$ cat src/rtl/branch_unit.sv
module branch_unit #(
  parameter int XLEN = 32
) (
  input  logic            clk,
  input  logic            rst_n,
  input  logic            in_valid_i,
  input  logic [15:0]     opcode_i,
  input  logic [15:0]     ext_i,
  input  logic [XLEN-1:0] op_addr_i,
  input  logic [3:0]      flags_i,
  input  logic [15:0]     dcount_i,
  input  logic [XLEN-1:0] sp_i,
  output logic            out_valid_o,
  output logic            is_branch_o,
  output logic            taken_o,
  output logic [XLEN-1:0] next_pc_o,
  output logic            dreg_we_o,
  output logic [15:0]     dcount_o,
  output logic            push_req_o,
  output logic [XLEN-1:0] push_addr_o,
  output logic [XLEN-1:0] push_data_o
);

  function automatic logic cond_met(input logic [3:0] code, input logic [3:0] f);
    logic n, z, v, c;
    {n, z, v, c} = f;
    case (code[3:1])
      3'd0:    cond_met = 1'b1;
      3'd1:    cond_met = ~(c | z);
      3'd2:    cond_met = ~c;
      3'd3:    cond_met = ~z;
      3'd4:    cond_met = ~v;
      3'd5:    cond_met = ~n;
      3'd6:    cond_met = ~(n ^ v);
      default: cond_met = ~(z | (n ^ v));
    endcase
    cond_met = cond_met ^ code[0];
  endfunction

  wire [3:0] cc      = opcode_i[11:8];
  wire       is_bcc  = opcode_i[15:12] == 4'b0110;
  wire       is_loop = opcode_i[15:12] == 4'b0101 && opcode_i[7:3] == 5'b11001;
  wire       use_ext = is_loop || (is_bcc && opcode_i[7:0] == 8'd0);
  wire       is_call = is_bcc && cc == 4'b0001;
  wire       cond    = cond_met(cc, flags_i);

  wire [XLEN-1:0] disp   = use_ext ? {{(XLEN-16){ext_i[15]}}, ext_i}
                                   : {{(XLEN-8){opcode_i[7]}}, opcode_i[7:0]};
  wire [XLEN-1:0] upd_pc = op_addr_i + XLEN'(2);
  wire [XLEN-1:0] seq_pc = upd_pc + (use_ext ? XLEN'(2) : XLEN'(0));
  wire [XLEN-1:0] target = upd_pc + disp;

  wire [15:0] dec      = dcount_i - 16'd1;
  wire        loop_dec = is_loop && !cond;
  wire        take     = (is_bcc && (cond || is_call)) || (loop_dec && dec != 16'hFFFF);

  always_ff @(posedge clk) begin
    if (!rst_n) begin
      out_valid_o <= 1'b0;
      is_branch_o <= 1'b0;
      taken_o     <= 1'b0;
      dreg_we_o   <= 1'b0;
      push_req_o  <= 1'b0;
      next_pc_o   <= '0;
      dcount_o    <= '0;
      push_addr_o <= '0;
      push_data_o <= '0;
    end else begin
      out_valid_o <= in_valid_i;
      is_branch_o <= in_valid_i && (is_bcc || is_loop);
      taken_o     <= in_valid_i && take;
      dreg_we_o   <= in_valid_i && loop_dec;
      push_req_o  <= in_valid_i && is_call;
      next_pc_o   <= take ? target : seq_pc;
      dcount_o    <= dec;
      push_addr_o <= sp_i - XLEN'(4);
      push_data_o <= seq_pc;
    end
  end

endmodule


$ cat config.mk
export PLATFORM = sky130hd
export DESIGN_NAME = branch_unit
export DESIGN_NICKNAME = d
export VERILOG_FILES = /design/src/rtl/branch_unit.sv
export SDC_FILE = /design/constraint.sdc
export NUM_CORES = 1
export LEC_CHECK = 0
export ABC_AREA = 1
export BUFFER_PORTS_ARGS = -buffer_cell sky130_fd_sc_hd__buf_2
export CAP_MARGIN = 20
export CELL_PAD_IN_SITES_DETAIL_PLACEMENT = 1
export CELL_PAD_IN_SITES_GLOBAL_PLACEMENT = 1
export CORE_MARGIN = 5
export CORE_UTILIZATION = 39
export DETAILED_ROUTE_END_ITERATION = 10
export PLACE_DENSITY = 0.9
export REMOVE_ABC_BUFFERS = 1
export SETUP_SLACK_MARGIN = 0.15
export SLEW_MARGIN = 20
export SYNTH_ARGS = -nofsm -noshare
export SYNTH_HDL_FRONTEND = slang
export SYNTH_SLANG_ARGS = --single-unit
$ cat constraint.sdc
create_clock -name clk -period 7 [get_ports clk]
set_input_delay 0.7 -clock clk [delete_from_list [all_inputs] [get_ports clk]]
set_output_delay 0.7 -clock clk [all_outputs]
set_load 0.005 [all_outputs]
# Word-level counts from Yosys, hierarchy flattened
# Index checks and enable logic that the tools add are counted.
# word_totals
elab_cells,57
register_bits,117
input_bits,119
output_inout_bits,117
# op_classes
reduce_logical,17
n_eq_ne,11
add_sub_neg,5
bitwise_logic,11
muxes,4
# op_table
cell,n
two-way mux 32 bit,2
adder 32 x 2 -> 32 bit,1
adder 32 x 2 -> 32 bit (second input constant),1
adder 32 bit,1
subtractor 32 x 3 -> 32 bit (second input constant),1
!= test 16 bit (second input constant),1
subtractor 16 x 1 -> 16 bit (second input constant),1
logical AND 1 bit,10
equality test 3 bit (second input constant),3
equality test 4 x 3 -> 1 bit (second input constant),2
logical NOT 8 bit,1
inverter 1 bit,7
case mux 1 bit (7 select lines),1
equality test 3 x 2 -> 1 bit (second input constant),2
equality test 5 bit (second input constant),1
equality test 4 x 1 -> 1 bit (second input constant),1
logical OR 1 bit,4
equality test 3 x 1 -> 1 bit (second input constant),1
logical NOT 3 bit,1
two-way mux 2 bit,1
OR 1 bit,2
bitwise XOR 1 bit,2
logical NOT 1 bit,1

# Depth between registers and ports, before layout
# Gate-level depths: netlist of run 1.
# depth
ltp_word,10
mapped_depth,23
depth_no_buf,22

# Least setup slack after synthesis of run 1
# OpenSTA, ideal clock, no wires.
# synth_timing
kind,input port to flip-flop
start,in opcode_i[7]
end,reg next_pc_o[22]
required_ns,6.936
path_buffers,1
setup_slack_ns,3.679
stages,17
arrival_time_ns,3.257
setup_time_ns,0.064
cell_sequence,inv_1 > nor3_1 > nand4_1 > nand2_1 > clkbuf_1 > o21ai_0 > ha_1 > fa_1 > nand2_1 > nand2_1 > o21a_1 > a31oi_1 > o21ai_0 > a21oi_1 > xnor2_1 > nor2_1 > nor2_1
# synth_via
elab_chain_len,6
word_cells_on_any_way,13
classes_between,2 x add/sub; 1 x eq/ne; 3 x mux; 7 x reduce/logical
# synth_rtl
element,line,source
from (decl),7,"input logic [15:0] opcode_i,"
equality test 5 bit or logical NOT 8 bit (tied branches),"42, 43",
logical AND 1 bit (on tied branches),"42, 43",
logical OR 1 bit or logical AND 1 bit (tied branches),"43, 54",
"two-way mux 2 bit, or another cell as far along",50,wire [XLEN-1:0] seq_pc = upd_pc + (use_ext ? XLEN'(2) : XLEN'(0));
"adder 32 x 2 -> 32 bit, or another cell as far along",50,
two-way mux 32 bit (*),74,next_pc_o <= take ? target : seq_pc;
to (signal assigned),74,
to (decl),16,"output logic [XLEN-1:0] next_pc_o,"
# Every way passes the cells marked *; elsewhere a longest branch is shown, timed or not.
# A chain may end at the register's enable or synchronous reset.

# Final worst setup path of run 1
# layout_timing
start,in opcode_i[7]
end,reg next_pc_o[30]
# The elaborated chain is that of the path after synthesis.

==> key figures, run 1 <==
STA
  – Max Clk Rate: 241 MHz
  – Tcrit/Tclk final: 59.3%
  – Final Hold Viols: 0
  – RSZ-0062 raised after global routing: no
  – Post-route setup TNS: 0 ps
  – Worst-Margin Slew: 706 ps
  – Fin crit period: 4150 ps
  – Rel. slew slack: 52.5%
  – Fin. max-slew vios: 0
  – Final Setup Violations: 0

Hold path
  – Hold WC Path Type: in2reg

Power and ir drop
  – Sw Share: 32.1%
  – Net switching power: 0.657 mW
  – Sequential Power Share: 35.0%
  – Power share of the clock group: 42.6%
  – Internal cell power: 1.39 mW
  – PD cells: 198 nW/um2
  – Comb pwr share: 22.4%
  – Leak: 5.27 nW
  – VDD IR-drop max: 0.000158 V

Clock tree
  – Num CTS Buffers: 17
  – H-tree levels: 4
  – CTS tree: yes
  – Root buffer cell: clkbuf_16
  – CTS max path bufs: 2
  – Clock Sinks: 117
  – CTS-repair resized insts: 0
  – Clock-pin slew of the registers on the worst-case setup and hold paths: 60 ps
  – Count of hold-fix buffers inserted at cts: 0
  – Setup bufs post-CTS: 0

Global route
  – GRT Overall Usage: 26.5%
  – Pin count of the biggest net entering global routing: 53
  – Vias in the first global route: 10300
  – Total congestion overflow: 0
  – Initial antenna violation count: 0
  – First-pass GRT wire length: 51500 um

Drt
  – Vias/cell: 5.21
  – Via count: 9741
  – Pre-antenna DRT Iters: 5
  – Post-Route WL: 32900 um
  – ANT nets after route: 0
  – DRC viols: 0
  – DR WL/cell: 17.6 um
  – DR iter-0 viols: 496

Setup path
  – Startpoint Class: primary input
  – Max incr delay on CP: 520 ps
  – Critical Path End Type: flop
  – Worst EP required: 7360 ps
  – Crit path max fanout: 17
  – CP Data Arrival Time: 4510 ps
  – CP dominant cell by count: nand2_1
  – WS Path Type: in2reg
  – Worst-path cell chain: buf_2 > inv_1 > nor3_1 > nand4_1 > nand2_1 > inv_1 > o21ai_0 > inv_1 > ha_1 > nand2_1 > nor2_1 > inv_1 > nor4_1 > nand3_1 > nand2_1 > xor2_1 > nand2_1 > nand2_1
  – Slowest-stage cell, CP: ha_1

Floorplanning
  – Placement Rows: 53
  – Die height: 156 um
  – DIE WIDTH: 156 um
  – Starting Density: 39.5%
  – Core Region: 21000 um2
  – Die area: 24300 um2
  – # IOs: 236

Logic synthesis
  – Synth area leaders: dfxtp_1, nand2_1, nor2_1
  – Syn Std Cell Area: 8290 um2
  – Yosys top cell area share: 28.3%
  – Area leader, netlist: dfxtp_1
  – Seq/Total Area, Yosys: 28.3%
  – FF+latch count, synth: 117
  – Syn Area/Cell: 6.19 um2
  – Gate Count Post-Synth: 1338
  – Ys Warns: 0
  – Yosys cell types: 41

Cells and area
  – Ratio of cells with drive above 1 in the final layout: 20.6%
  – Commonest non-fill, non-tap cell in the layout: nand2_1
  – Layout area overhead: 24.9%
  – Most frequent cells in the layout: nand2_1, nor2_1, buf_2, inv_1, dfxtp_1
  – Post-route core utilization: 49.4%
  – N_diodes: 0
  – # nets final: 1736

Placement
  – DP Wirelength: 26500 um
  – PortBufs: 235
  – GPL Wtd Cong: 0.925

Job
  – Max_cap viols: 0

Outcome
  – Status: completed
==> final timing paths <==
path / startpoint / endpoint / slack (ps) / cells past startpoint
worst max-delay path: opcode_i[7] / next_pc_o[30] / 2850 / 18
worst min-delay path: dcount_i[0] / dcount_o[0] / 450 / 2
==> area by class of cell <==
cell class / instances / area, um2
Multi-Input combinational cell: 1034 / 5230
Clock buffer: 17 / 425
Timing Repair Buffer: 238 / 1200
Sequential cell: 117 / 2340
Tap cell: 275 / 344
Fill cell: 2986 / 10600
Inverter: 172 / 648
Clock inverter: 15 / 156
==> routing by layer <==
metal | vias up | track usage [%] | share of wire, %
met4 | 0 | 9.30 | 3.3
met2 | 312 | 47.0 | 49
met3 | 77 | 7.16 | 6.9
met5 | - | 0 | 0
met1 | 4586 | 30.8 | 41
li1 | 4766 | - | -
==> Yosys cell counts <==
cell type and count:
ha_1 36, o21ai_1 4, o21a_1 10, a21oi_1 94, a21o_1 3, o221ai_1 1
inv_1 162, buf_2 6, nor3_1 16, or2_2 1, inv_2 7, o21ai_0 59
nand3b_1 10, xnor2_1 15, a22oi_1 1, nor2_8 1, o22ai_1 1, xor2_1 37
nor2_1 259, nand3_2 3, nand2_1 320, o21bai_2 1, clkinv_2 2, clkinv_1 1
o21bai_1 6, a21oi_2 1, nand4_1 27, o2111ai_1 1, nor4_1 2, fa_1 1
o211ai_1 1, nor3b_1 2, nor2_4 12, dfxtp_1 117, nand3_4 1, a31oi_1 4
nor2_2 11, nand3_1 76, nand2_2 17, buf_4 1, clkbuf_1 8
==> registers in the layout (all words and copies together) (netlist names) <==
name / flops
dcount_o: 16
is_branch_o: 1
out_valid_o: 1
dreg_we_o: 1
push_req_o: 1
next_pc_o: 32
push_addr_o: 32
push_data_o: 32
taken_o: 1
==> power groups by stage <==
stage               clock network [mW]  logic [mW]  registers (mW)
floorplan                            0       0.255           0.735
global placement                     0       0.435           0.730
detailed placement                   0       0.447           0.731
CTS                              0.884       0.456           0.717
global route                     0.917       0.505           0.720
finish                           0.874       0.458           0.717
==> per-stage QoR <==
stage                     hold slack (ps)  total power, mW  setup WS [ps]  instance area [um2]  cells
after detailed placement              885             1.18           2510                 9760   1836
after global routing                  450             2.14           2320                10300   1868
after global placement                875             1.16           2650                 9760   1836
after CTS                             437             2.06           2900                10300   1868
after floorplan                       772            0.990           3510                 8220   1323
final                                 452             2.05           2850                10300   1868
==> cell families after synthesis <==
logic type      share of synthesized area (%)
compound gates                           12.2
xor+xnor                                 5.50
fa+ha+maj                                5.68
buf+inv                                  8.64
flops                                    28.3
simple gates                             39.7
==> critical path: cells and delay by family <==
family / cells / cell delay (ps)
buf+inv: 5 / 850
simple gates: 10 / 1790
xor+xnor: 1 / 170
fa+ha+maj: 1 / 520
compound gates: 1 / 450
Power figures use the tool's default switching activity.
==> inputs of run 2 (changes only) <==
Settings changed: CORE_UTILIZATION 39 to 36, PLACE_DENSITY 0.9 to 0.84.
Clock period 7 ns to 4.09 ns, I/O delays scaled along.
==> run 2 against run 1 <==
Setup slack got worse by 2300 ps. Power rose by 72%. Via count down 2.5%. Die area is 7.8% higher.
==> key figures, run 2 (synthesis gave the netlist of run 1 again) <==
Clock tree
  – CTS-repair resized insts: 0 (unchanged)
  – Clock Sinks: 117 (unchanged)
  – H-tree levels: 4 (unchanged)
  – Root buffer cell: clkbuf_16
  – CTS max path bufs: 2 (unchanged)
  – Count of hold-fix buffers inserted at cts: 0 (unchanged)
  – Num CTS Buffers: 17 (unchanged)
  – Setup bufs post-CTS: 0 (unchanged)
  – CTS tree: yes
  – Clock-pin slew of the registers on the worst-case setup and hold paths: 60 ps (about the same)

Cells and area
  – # nets final: 1741 (+0.29%)
  – Layout area overhead: 25.6%
  – Ratio of cells with drive above 1 in the final layout: 20.8% (+0.25 points)
  – N_diodes: 0 (unchanged)
  – Most frequent cells in the layout: nand2_1, nor2_1, buf_2, inv_1, dfxtp_1
  – Commonest non-fill, non-tap cell in the layout: nand2_1
  – Top Registers: next_pc_o (32), push_addr_o (32), push_data_o (32)

Placement
  – GPL Wtd Cong: 0.950 (+2.7%)
  – DP Wirelength: 26900 um (+1.3%)
  – PortBufs: 235 (unchanged)

Drt
  – Via count: 9501 (-2.5%)
  – Vias/cell: 5.05 (-3.2%)
  – DRC viols: 0 (unchanged)
  – ANT nets after route: 0 (unchanged)
  – Post-Route WL: 32300 um (-1.8%)
  – Pre-antenna DRT Iters: 5 (unchanged)
  – DR WL/cell: 17.1 um (-2.6%)
  – DR iter-0 viols: 482 (-2.8%)

Setup path
  – CP Data Arrival Time: 3910 ps (-600 ps)
  – WS Path Type: in2reg
  – Critical Path End Type: flop
  – Worst EP required: 4440 ps (-2920 ps)
  – Startpoint Class: primary input
  – CP startpoint: opcode_i[4]
  – Crit path max fanout: 16 (-1)

Floorplanning
  – Die height: 162 um (+3.8%)
  – Core Region: 22600 um2 (+8.0%)
  – Die area: 26100 um2 (+7.8%)
  – DIE WIDTH: 162 um (+3.8%)
  – # IOs: 236 (unchanged)
  – Placement Rows: 55 (+3.8%)
  – Starting Density: 36.6% (-2.9 points)

STA
  – RSZ-0062 raised after global routing: no
  – Worst-Margin Slew: 704 ps (-1.67 ps)
  – Tcrit/Tclk final: 87.0%
  – Max Clk Rate: 281 MHz
  – Fin crit period: 3560 ps
  – Rel. slew slack: 52.9% (+0.43 points)
  – Final Hold Viols: 0 (unchanged)
  – Fin. max-slew vios: 0 (unchanged)
  – Final Setup Violations: 0 (unchanged)
  – Post-route setup TNS: 0 ps (unchanged)

Power and ir drop
  – Leak: 5.31 nW (+0.70%)
  – PD cells: 338 nW/um2 (+71%)
  – VDD IR-drop max: 0.000264 V (+67%)
  – Design Power: 3.52 mW (+72%)

Global route
  – Pin count of the biggest net entering global routing: 38 (-28%)
  – GRT Overall Usage: 24.6% (-2.0 points)
  – Vias in the first global route: 10000 (-2.3%)
  – First-pass GRT wire length: 51900 um (+0.72%)
  – Initial antenna violation count: 0 (unchanged)
  – Total congestion overflow: 0 (unchanged)

Hold path
  – Hold path depth: 2 (unchanged)
  – Hold path startpoint: dcount_i[0]
  – Hold WC Path Type: in2reg
  – Worst hold endpoint: dcount_o[0]

Job
  – Max_cap viols: 0 (unchanged)

Outcome
  – Status: completed
run 2: cell types whose count changed in the layout (fill, tap and decap cells not counted), sizes merged:
cell      previous run  this run
clkinv               9        10
clkinvlp             5         3
buf                238       243
clkbuf              17        18
run 2: layout make-up:
type / count / area [um2]
fillers: 3160 / 12200
well taps: 285 / 357
clock inverters: 14 / 153
multi-input cells: 1034 / 5230
repair buffers: 243 / 1240
clock buffers: 18 / 439
flip-flops and latches: 117 / 2340
inverters: 172 / 648
run 2: how the worst max path moves through the flow:
stage / endpoint / cells after the start
after floorplan: next_pc_o[28] / 17
final: next_pc_o[28] / 18
after global routing: next_pc_o[19] / 16
after detailed placement: next_pc_o[28] / 18
after global placement: next_pc_o[28] / 18
after CTS: next_pc_o[28] / 18
run 2: through the flow:
| stage | cell area, um2 | setup slack [ps] | util [%] | cells | hold WS [ps] |
|---|---|---|---|---|---|
| 2_1_floorplan | 8220 | 891 | - | 1323 | 481 |
| 3_3_place_gp | 9810 | 331 | 43.3 | 1851 | 583 |
| 3_5_place_dp | 9810 | 240 | 43.3 | 1851 | 590 |
| 4_1_cts | 10400 | 593 | 46.0 | 1883 | 144 |
| 5_1_grt | 10400 | 171 | 46.0 | 1883 | 149 |
| 6_report | 10400 | 530 | 46.0 | 1883 | 153 |
run 2: critical path, cell delays in order:
cell and delay, ps:
buf_2 110, nor2_1 200, nand3_1 100, nor2_1 110, nand2_1 50, nand2_1 80, inv_1 110, o21ai_0 460
inv_1 450, ha_1 490, nand2_1 140, o21ai_0 310, a21oi_1 150, o21a_1 190, o21ai_0 160, xor2_1 230
nor2_1 60, nor2_1 100
run 2: power by group:
part | leakage [nW] | switching [mW] | total (mW) | internal (mW)
registers | 0.974 | 0.0189 | 1.23 | 1.21
logic | 4.05 | 0.503 | 0.781 | 0.278
clock network | 0.284 | 0.595 | 1.51 | 0.918
run 2: per-layer routing:
metal | vias up | routed length [um] | part of all wire (%) | global-route usage (%)
met3 | 42 | 1750 | 5.4 | 4.82
li1 | 4782 | - | - | -
met1 | 4426 | 14400 | 45 | 31.2
met5 | - | 0 | 0 | 0
met2 | 251 | 15400 | 48 | 43.0
met4 | 0 | 668 | 2.1 | 6.07
==> inputs of run 3 (changes only) <==
Settings changed: CORE_UTILIZATION 36 to 30, PLACE_DENSITY 0.84 to 0.73.
==> run 3 against run 2 <==
Maximum frequency grew 1.9%. Global-route usage is 4.0 points lower. Combinational power is 0.9% lower. Sequential share of layout area decreased by 0.17 points. Power is 2.0% lower. Non-clock buffer count is 1 lower. Final area rose by 0.77%. Critical path depth unchanged. First-iteration DRC count is 7.3% higher. Wire length rose by 0.66%.
==> key figures, run 3 (synthesis gave the netlist of run 1 again) <==
Outcome
  – Status: completed

Cells and area
  – Most frequent cells in the layout: nand2_1, nor2_1, buf_2, inv_1, dfxtp_1
  – Fin area: 10500 um2 (+0.77%)
  – Post-route core utilization: 38.7% (-7.3 points)
  – Top Registers: next_pc_o (32), push_addr_o (32), push_data_o (32)
  – # nets final: 1740 (-0.057%)
  – N_diodes: 0 (unchanged)
  – Layout area overhead: 26.6%
  – Commonest non-fill, non-tap cell in the layout: nand2_1
  – Ratio of cells with drive above 1 in the final layout: 20.7% (-0.099 points)

Clock tree
  – H-tree levels: 4 (unchanged)
  – Root buffer cell: clkbuf_16
  – Count of hold-fix buffers inserted at cts: 0 (unchanged)
  – CTS max path bufs: 2 (unchanged)
  – Setup bufs post-CTS: 0 (unchanged)
  – Clock Sinks: 117 (unchanged)
  – CTS tree: yes
  – CTS-repair resized insts: 0 (unchanged)
  – Num CTS Buffers: 17 (unchanged)
  – Clock-pin slew of the registers on the worst-case setup and hold paths: 60 ps (about the same)

STA
  – Post-route setup TNS: 0 ps (unchanged)
  – Fin crit period: 3490 ps (-66.0 ps)
  – Worst-Margin Slew: 658 ps (-46.1 ps)
  – Fin. max-slew vios: 0 (unchanged)
  – Final Setup Violations: 0 (unchanged)
  – RSZ-0062 raised after global routing: no
  – Final Hold Viols: 0 (unchanged)
  – Tcrit/Tclk final: 85.4% (-1.6 points)
  – Max Clk Rate: 286 MHz (+1.9%)
  – Rel. slew slack: 56.0% (+3.1 points)

Floorplanning
  – Placement Rows: 60 (+9.1%)
  – # IOs: 236 (unchanged)
  – Core Region: 27100 um2 (+20%)
  – Die height: 176 um (+9.0%)
  – Starting Density: 30.6% (-6.0 points)
  – DIE WIDTH: 176 um (+9.0%)
  – Die area: 31000 um2 (+19%)

Drt
  – DR WL/cell: 16.5 um (-3.7%)
  – Vias/cell: 4.78 (-5.2%)
  – DRC viols: 0 (unchanged)
  – Post-Route WL: 32500 um (+0.66%)
  – Via count: 9415 (-0.91%)
  – ANT nets after route: 0 (unchanged)
  – Pre-antenna DRT Iters: 5 (unchanged)
  – DR iter-0 viols: 517 (+7.3%)

Setup path
  – WS Path Type: in2reg
  – Max incr delay on CP: 520 ps (+30 ps)
  – CP Data Arrival Time: 3810 ps (-100 ps)
  – Worst-path cell chain: buf_2 > inv_1 > nor3_1 > nand4_1 > nand2_1 > inv_1 > nand2_1 > o21ai_0 > inv_1 > ha_1 > a21oi_1 > o21ai_0 > a21oi_1 > o21a_1 > o21ai_0 > xor2_1 > nor2_1 > nor2_1
  – Startpoint Class: primary input
  – Cell family with most CP delay: compound AO/OA/AOI/OAI gates
  – Crit path max fanout: 17 (+1)
  – Worst EP required: 4410 ps (-30 ps)
  – Buf+Inv Stages, Crit Path: 4 (+1)
  – Critical Path End Type: flop
  – Slowest-stage cell, CP: inv_1

Global route
  – GRT Overall Usage: 20.6% (-4.0 points)
  – Vias in the first global route: 9617 (-4.1%)
  – Total congestion overflow: 0 (unchanged)
  – Pin count of the biggest net entering global routing: 38 (unchanged)
  – Initial antenna violation count: 0 (unchanged)
  – First-pass GRT wire length: 51100 um (-1.5%)

Job
  – Max_cap viols: 0 (unchanged)

Power and ir drop
  – Design Power: 3.45 mW (-2.0%)
  – Leak: 5.28 nW (-0.43%)
  – PD cells: 329 nW/um2 (-2.7%)
  – VDD IR-drop max: 0.000255 V (-3.2%)

Hold path
  – Hold WC Path Type: in2reg

Placement
  – DP Wirelength: 27200 um (+1.3%)
  – Placement Cell Area: 9920 um2 (+1.0%)
  – GPL Wtd Cong: 0.930 (-2.0%)
  – PortBufs: 235 (unchanged)
run 3: path summary, 6_finish.rpt:
| kind | cells after the start | endpoint | slack (ps) | startpoint |
|---|---|---|---|---|
| worst max-delay path | 18 | next_pc_o[28] | 600 | opcode_i[7] |
| worst min-delay path | 2 | dcount_o[0] | 170 | dcount_i[0] |
run 3: cell type report:
class                   count  area, um2
repair buffers            242       1230
clock inverters            11        104
flip-flops and latches    117       2340
inverters                 172        648
fillers                  3670      16600
multi-input cells        1034       5230
clock buffers              20        467
well taps                 372        465
run 3: stage by stage:
stage                     setup slack [ps]  hold WS (ps)  instances
after CTS                              673           154       1968
after detailed placement               238           596       1937
after floorplan                        891           481       1323
final                                  596           168       1968
after global routing                   237           160       1968
after global placement                 261           588       1937
run 3: report_power, final:
group          internal, mW  switching [mW]  leakage [nW]  total (mW)
Clock                 0.880           0.570         0.266        1.45
Sequential             1.21          0.0196         0.974        1.23
Combinational         0.278           0.496          4.04       0.774
Total                  2.36            1.09          5.28        3.45
run 3: layer usage:
metal	global-route usage (%)	wire length [um]	part of all wire [%]	vias to the layer above
met5	0	0	0	-
met4	3.74	344	1.1	0
met3	4.26	1750	5.4	23
met2	35.2	15400	48	216
met1	27.1	15000	46	4412
li1	-	-	-	4764
